`config.mk`:
```
export PLATFORM = sky130hd
export DESIGN_NAME = pwr_mode_ctrl
export DESIGN_NICKNAME = d
export VERILOG_FILES = /design/src/rtl/pmc_pkg.sv /design/src/rtl/pmc_rst_filter.sv /design/src/rtl/pmc_wake_detect.sv /design/src/rtl/pmc_pin_ctrl.sv /design/src/rtl/pwr_mode_ctrl.sv
export SDC_FILE = /design/constraint.sdc
export NUM_CORES = 1
export LEC_CHECK = 0
export BUFFER_PORTS_ARGS = -buffer_cell sky130_fd_sc_hd__buf_2
export CAP_MARGIN = 30
export CORE_MARGIN = 3
export CORE_UTILIZATION = 40
export DETAILED_ROUTE_END_ITERATION = 8
export PLACE_DENSITY = 0.64
export RECOVER_POWER = 25
export SLEW_MARGIN = 20
export SYNTH_ARGS = -nofsm -noshare
export SYNTH_HDL_FRONTEND = slang
export SYNTH_SLANG_ARGS = --single-unit
```
`constraint.sdc`:
```
create_clock -name clk -period 3.05 [get_ports clk]
set_input_delay 0 -clock clk [delete_from_list [all_inputs] [get_ports clk]]
set_output_delay 0 -clock clk [all_outputs]
set_load 0.005 [all_outputs]
```
`src/rtl/pmc_pkg.sv`:
```
`timescale 1ns/1ps
package pmc_pkg;
  typedef enum logic [2:0] {
    ST_RUN  = 3'd0,
    ST_IDLE = 3'd1,
    ST_PD   = 3'd2,
    ST_WAKE = 3'd3,
    ST_RST  = 3'd4,
    ST_EMU  = 3'd5
  } pmc_state_e;

  typedef enum logic [1:0] {
    DRV_NORMAL = 2'd0,
    DRV_HIGH   = 2'd1,
    DRV_LOW    = 2'd2,
    DRV_WEAK   = 2'd3
  } pin_drive_e;
endpackage

```
`src/rtl/pmc_rst_filter.sv`:
```
`timescale 1ns/1ps
module pmc_rst_filter #(
  parameter int unsigned HOLD_CLKS = 24
) (
  input  logic clk,
  input  logic rst_sn,
  input  logic rst_pin,
  input  logic osc_stable,
  output logic rst_hit
);
  localparam int unsigned CW = (HOLD_CLKS > 2) ? $clog2(HOLD_CLKS) : 1;
  localparam logic [CW-1:0] LAST = CW'(HOLD_CLKS - 1);

  logic [CW-1:0] cnt_q, cnt_d;
  logic          cnt_en;

  assign cnt_en  = rst_pin & osc_stable & (cnt_q != LAST);
  assign rst_hit = rst_pin & osc_stable & (cnt_q == LAST);

  always_comb begin
    cnt_d = cnt_q;
    if (!rst_pin)    cnt_d = '0;
    else if (cnt_en) cnt_d = cnt_q + 1'b1;
  end

  always_ff @(posedge clk or negedge rst_sn) begin
    if (!rst_sn) cnt_q <= '0;
    else         cnt_q <= cnt_d;
  end


  rst_hold_chk: assert property (@(posedge clk) disable iff (!rst_sn)
    rst_hit |-> $past(rst_pin));
endmodule

```
`src/rtl/pmc_wake_detect.sv`:
```
`timescale 1ns/1ps
module pmc_wake_detect #(
  parameter int unsigned NUM_XINT = 2
) (
  input  logic [NUM_XINT-1:0] xint_n,
  input  logic [NUM_XINT-1:0] xint_en,
  input  logic [NUM_XINT-1:0] xint_lvl,
  output logic                wake_any
);
  logic [NUM_XINT-1:0] wake_vec;

  for (genvar i = 0; i < NUM_XINT; i++) begin : g_pin
    assign wake_vec[i] = xint_en[i] & xint_lvl[i] & ~xint_n[i];
  end

  assign wake_any = |wake_vec;
endmodule

```
`src/rtl/pmc_pin_ctrl.sv`:
```
`timescale 1ns/1ps
module pmc_pin_ctrl
  import pmc_pkg::*;
(
  input  pmc_state_e state,
  input  logic       rst_pin,
  input  logic       wake_any,
  input  logic       rst_exit,
  output logic       cpu_clk_en,
  output logic       osc_en,
  output logic [1:0] ale_mode,
  output logic [1:0] psen_mode,
  output logic       port0_float,
  output logic       ports_weak_hi,
  output logic       ram_wr_block
);
  pin_drive_e strobe;

  always_comb begin
    unique case (state)
      ST_IDLE:         strobe = DRV_HIGH;
      ST_PD, ST_WAKE:  strobe = DRV_LOW;
      ST_EMU:          strobe = DRV_WEAK;
      default:         strobe = DRV_NORMAL;
    endcase
  end

  assign ale_mode      = strobe;
  assign psen_mode     = strobe;
  assign cpu_clk_en    = (state == ST_RUN);
  assign osc_en        = (state != ST_PD) | rst_pin | wake_any;
  assign port0_float   = (state == ST_EMU);
  assign ports_weak_hi = (state == ST_EMU);
  assign ram_wr_block  = (state == ST_RST) | rst_exit;
endmodule

```
`src/rtl/pwr_mode_ctrl.sv`:
```
`timescale 1ns/1ps
module pwr_mode_ctrl
  import pmc_pkg::*;
#(
  parameter int unsigned NUM_XINT = 2,
  parameter int unsigned MC_CLKS  = 12
) (
  input  logic                clk,
  input  logic                rst_n,
  input  logic                rst_pin,
  input  logic                idle_req,
  input  logic                pd_req,
  input  logic                irq_pending,
  input  logic [NUM_XINT-1:0] xint_n,
  input  logic [NUM_XINT-1:0] xint_en,
  input  logic [NUM_XINT-1:0] xint_lvl,
  input  logic                ale_in,
  input  logic                psen_in,
  input  logic                osc_stable,
  output logic                cpu_clk_en,
  output logic                osc_en,
  output logic [1:0]          ale_mode,
  output logic [1:0]          psen_mode,
  output logic                port0_float,
  output logic                ports_weak_hi,
  output logic                ram_wr_block,
  output logic                pd_wake,
  output logic [2:0]          mode_o
);
  localparam int unsigned HOLD_CLKS = 2 * MC_CLKS;

  logic [1:0] sync_q;
  logic       rst_sn;
  always_ff @(posedge clk or negedge rst_n) begin
    if (!rst_n) sync_q <= 2'b00;
    else        sync_q <= {sync_q[0], 1'b1};
  end
  assign rst_sn = sync_q[1];

  logic rst_hit, wake_any;

  pmc_rst_filter #(.HOLD_CLKS(HOLD_CLKS)) u_rst_filter (
    .clk(clk), .rst_sn(rst_sn), .rst_pin(rst_pin),
    .osc_stable(osc_stable), .rst_hit(rst_hit));

  pmc_wake_detect #(.NUM_XINT(NUM_XINT)) u_wake (
    .xint_n(xint_n), .xint_en(xint_en), .xint_lvl(xint_lvl),
    .wake_any(wake_any));

  pmc_state_e state_q, state_d;
  logic stable_q, stable_d;
  logic strap_q, strap_d;
  logic rexit_q, rexit_d;
  logic wake_q, wake_d;

  always_comb begin
    state_d = state_q;
    if (rst_hit) begin
      state_d = ST_RST;
    end else begin
      unique case (state_q)
        ST_RUN:  if (pd_req) state_d = ST_PD;
                 else if (idle_req) state_d = ST_IDLE;
        ST_IDLE: if (rst_pin || irq_pending) state_d = ST_RUN;
        ST_PD:   if (wake_any) state_d = ST_WAKE;
        ST_WAKE: if (!wake_any) state_d = stable_q ? ST_RUN : ST_PD;
        ST_RST:  if (!rst_pin) state_d = (strap_q && !ale_in) ? ST_EMU : ST_RUN;
        default: state_d = state_q;
      endcase
    end
  end

  always_comb begin
    stable_d = (state_q == ST_WAKE) & (stable_q | osc_stable);
    strap_d  = (state_q == ST_RST) & ~ale_in & (psen_in | strap_q);
    rexit_d  = rst_pin & ~rst_hit &
               (((state_q == ST_IDLE)) | (rexit_q & (state_q != ST_RST)));
    wake_d   = (state_q == ST_WAKE) & ~wake_any & stable_q & ~rst_hit;
  end

  always_ff @(posedge clk or negedge rst_sn) begin
    if (!rst_sn) begin
      state_q  <= ST_RUN;
      stable_q <= 1'b0;
      strap_q  <= 1'b0;
      rexit_q  <= 1'b0;
      wake_q   <= 1'b0;
    end else begin
      state_q  <= state_d;
      stable_q <= stable_d;
      strap_q  <= strap_d;
      rexit_q  <= rexit_d;
      wake_q   <= wake_d;
    end
  end

  pmc_pin_ctrl u_pins (
    .state(state_q), .rst_pin(rst_pin), .wake_any(wake_any),
    .rst_exit(rexit_q), .cpu_clk_en(cpu_clk_en), .osc_en(osc_en),
    .ale_mode(ale_mode), .psen_mode(psen_mode), .port0_float(port0_float),
    .ports_weak_hi(ports_weak_hi), .ram_wr_block(ram_wr_block));

  assign pd_wake = wake_q;
  assign mode_o  = state_q;


  pd_osc_off_chk: assert property (@(posedge clk) disable iff (!rst_sn)
    (state_q == ST_PD && !rst_pin && !wake_any) |-> !osc_en);


  wake_pulse_chk: assert property (@(posedge clk) disable iff (!rst_sn)
    pd_wake |-> (state_q == ST_RUN && $past(state_q) == ST_WAKE));


  wake_single_chk: assert property (@(posedge clk) disable iff (!rst_sn)
    pd_wake |=> !pd_wake);


  early_release_chk: assert property (@(posedge clk) disable iff (!rst_sn)
    (state_q == ST_WAKE && !wake_any && !stable_q && !rst_hit) |=> state_q == ST_PD);


  emu_hold_chk: assert property (@(posedge clk) disable iff (!rst_sn)
    (state_q == ST_EMU && !rst_hit) |=> state_q == ST_EMU);


  ram_block_chk: assert property (@(posedge clk) disable iff (!rst_sn)
    ram_wr_block |-> (state_q == ST_RST || $past(rst_pin)));
endmodule

```
==> results.txt <==
In the synthesized netlist, the cells that appear most often are 14 x sky130_fd_sc_hd__dfrtp_1, 10 x sky130_fd_sc_hd__nand2_1, 5 x sky130_fd_sc_hd__a21oi_1. The number of DRC violations after detailed routing was 0; the vertical die dimension was 52.2 um. The areal power density over the cells works out to 634 nW/um^2.

Slack of the worst reg-to-reg path: 1.06 ns. Global routing finished with a remaining overflow of 0. The biggest area consumer among synthesized cells is sky130_fd_sc_hd__dfrtp_1. The run gives 1040 sq um as the final design instance area without fill.

The clock reaches the later pin of the worst-skew pair after 0.27 ns. Along the worst path, the maximum fanout reaches 18. The fraction of the yosys area taken by sequential cells is 0.410.

The flow ran to the end, and the final reports show no timing, DRC or antenna violations. In this run the static leakage power is 0.511 nW. The number of filler instances in the final layout came out at 190. The detailed router finished its first iteration with 11 violations. The floorplan row count is 16, and the total of flip-flops plus latches after synthesis is 14. Wires add up to 1600 um. The ratio of final minimum period to clock period is 0.654, and the via total after detailed routing is 714. The clock passes through at most 2 buffers. In the post-synthesis netlist, the biggest area contributors are sky130_fd_sc_hd__dfrtp_1 41%, sky130_fd_sc_hd__nand2_1 4.4%, sky130_fd_sc_hd__mux2_4 3.5%. The area taken by multi-input logic gates is 450 sq um, and the count of buffers from port buffering is 27.

The most used flip-flop cell after synthesis was sky130_fd_sc_hd__dfrtp_1. The tools report the gate count of the mapped netlist as 90. The number of warnings printed during yosys synthesis is 0.

The tools report the final worst setup slack as 1.06 ns. Across the whole layout, storage elements account for 350 sq um. Dividing the detail-routed wire length by the instance count gives 11.1 um.

Detailed placement finished with a half-perimeter wire length of 1240 um. The tools report the number of pins with negative max-slew slack in the final report as 0. The worst register-to-register path has a depth of 4. The final count of hold timing violations came out at 0.

The worst hold margin came out at 0.0256 ns. The number of global-route vias before repair was 633; the count of endpoints failing setup in the final report was 0. Setup total negative slack on the finished layout was measured at 0 ns.

After the flow finishes, the layout carries non-filler instances totaling 144. The clock arrives with 0.00623 ns of skew. Start point of the critical path: mode_o[1]. The cell count after placement came out at 137. For the number of levels in the clock H-tree, the log shows 1.

After synthesis, the mean cell area works out to 9.50 sq um. The worst register-to-register path begins at mode_o[1]. The effective utilization at floorplan was 0.427; the number of iterations in the first detailed-routing pass was 4. For this run, the post-layout net count is 134. For the worst setup path, the data required time is 3.21 ns. The clock input transition at the sequential cells of the worst setup and hold paths was 0.08 ns.

Static timing analysis puts the maximum clock frequency at 0.502 GHz. The logs give 0.521 for the core utilization of the finished layout and 0 for the number of diodes added for antenna fixing. The number of maximum-capacitance constraint violations came out at 0.

The proportion of layout cells with a drive suffix above 1 was 0.291. The die covers 2730 sq um. After synthesis the cells add up to 855 sq um. From synthesis to final layout, the design area changed by 22.0%.

Setup repair after global routing left no endpoint under its margin. Data arrives at the worst endpoint at 2.15 ns. The number of nets in the synthesized netlist is 106.

The number of clock buffers added by TritonCTS is 3. For the wire length of the first global-routing pass, the log shows 2670 um. At the placement stage, the worst setup path has a slack of 1.07 ns.

The dominant cell by count in the synthesized netlist was sky130_fd_sc_hd__dfrtp_1. The path category of the worst min-delay check is in -> async. TritonCTS built the clock tree. In this run, synthesis inferred 0 flip-flops with an integrated enable. STA classifies the critical path startpoint as a register. The worst setup path is captured at a register. The floorplan step defined a core boundary enclosing 2000 sq um.

The routed design could run at a clock period as short as 1.99 ns. The proportion of register bits with asynchronous set or reset after synthesis came out at 1.00. Entering global routing, the biggest net connects 19 pins. The floorplan die width is 52.2 um, and the maximum vdd drop is 0.000445 V.

The tools report the capture instance of the worst register-to-register path as mode_o[2]. The tools report the number of antenna violations at the first check in global routing as 0. The netlist uses 37 different library cells. In the routed layout, each cell is associated on average with a via count of 4.96. The portion of synthesized cell area occupied by the leading cell type is 0.410, and the placed instance area is 977 sq um. The root buffer cell chosen for the clock tree is sky130_fd_sc_hd__clkbuf_4. The post-route total power came out at 0.661 mW. The critical path is of the reg -> reg type. In this run the count of I/O pins placed on the die edge is 28. The count of nets left with antenna violations after detail routing is 0, and the final RePlAce weighted congestion is 0.822.

For the all-layer global routing usage, the log shows 0.133. The tree built by TritonCTS fans out to 14 sinks.
==> logic make-up after synthesis <==
kind of cell             synth area share
AND/OR/NAND/NOR                     0.249
XOR/XNOR                           0.0308
multiplexers                       0.0586
other                             0.00439
AO/OA/AOI/OAI                       0.170
adder cells (fa/ha/maj)            0.0146
flip-flops                          0.410
buffers and inverters              0.0630
==> layer usage <==
layer  GRT usage  share of wire
met1       0.178           0.47
met2       0.192           0.46
met3      0.0513          0.060
met4      0.0511         0.0094
met5           0              0
==> state kept, by name, summed over array words and instances, names as in the netlist <==
register            count
pd_wake                 1
sync_q                  2
rexit_q                 1
stable_q                1
mode_o                  3
strap_q                 1
u_rst_filter.cnt_q      5
==> layout make-up <==
cell class              instances  share of cell area
flip-flops and latches         14               0.336
multi-input cells              67               0.432
clock buffers                   4              0.0348
inverters                       2             0.00720
repair buffers                 30               0.157
well taps                      27              0.0324
==> critical path, cell delays in order (launching register included) <==
cell                       delay (ns)
sky130_fd_sc_hd__dfrtp_1         0.56
sky130_fd_sc_hd__or2_4           0.34
sky130_fd_sc_hd__o32a_1          0.32
sky130_fd_sc_hd__o311ai_4        0.31
sky130_fd_sc_hd__mux2_4          0.34
==> placed cells by master (no fill, tap or decap), drive strengths merged, types with 2 or more instances in the layout <==
| cell | count |
|---|---|
| mux2 | 2 |
| o2111ai | 2 |
| o21ai | 4 |
| nor2b | 4 |
| nor3b | 2 |
| xnor2 | 2 |
| buf | 26 |
| nand3 | 4 |
| mux2i | 2 |
| clkbuf | 5 |
| nand2b | 3 |
| nor2 | 4 |
| inv | 2 |
| nand2 | 10 |
| nor3 | 2 |
| and3 | 2 |
| and2 | 2 |
| dfrtp | 14 |
| a21oi | 5 |
| nor4b | 2 |
| dlygate4sd3 | 3 |
==> report_power, final <==
group	total, mW	switching [mW]	internal, mW
registers	0.273	0.0583	0.215
clock network	0.128	0.0557	0.0726
logic	0.260	0.111	0.148
==> how the worst max path moves through the flow <==
stage               depth (start not counted)  slack [ns]        end
finish                                      4        1.06  mode_o[2]
CTS                                         4        1.06  mode_o[2]
detailed placement                          4        1.07  mode_o[2]
global placement                            4        1.12  mode_o[2]
floorplan                                   5        1.24  mode_o[1]
global route                                4        0.96  mode_o[2]
==> timing repair <==
item,CTS,global route
endpoints found under the hold margin,3,0
setup endpoints to repair,0,0
buffers inserted,0,0
hold buffers,3,0
gates resized for setup,0,0
Note: power is estimated with default switching activity, not from simulation.
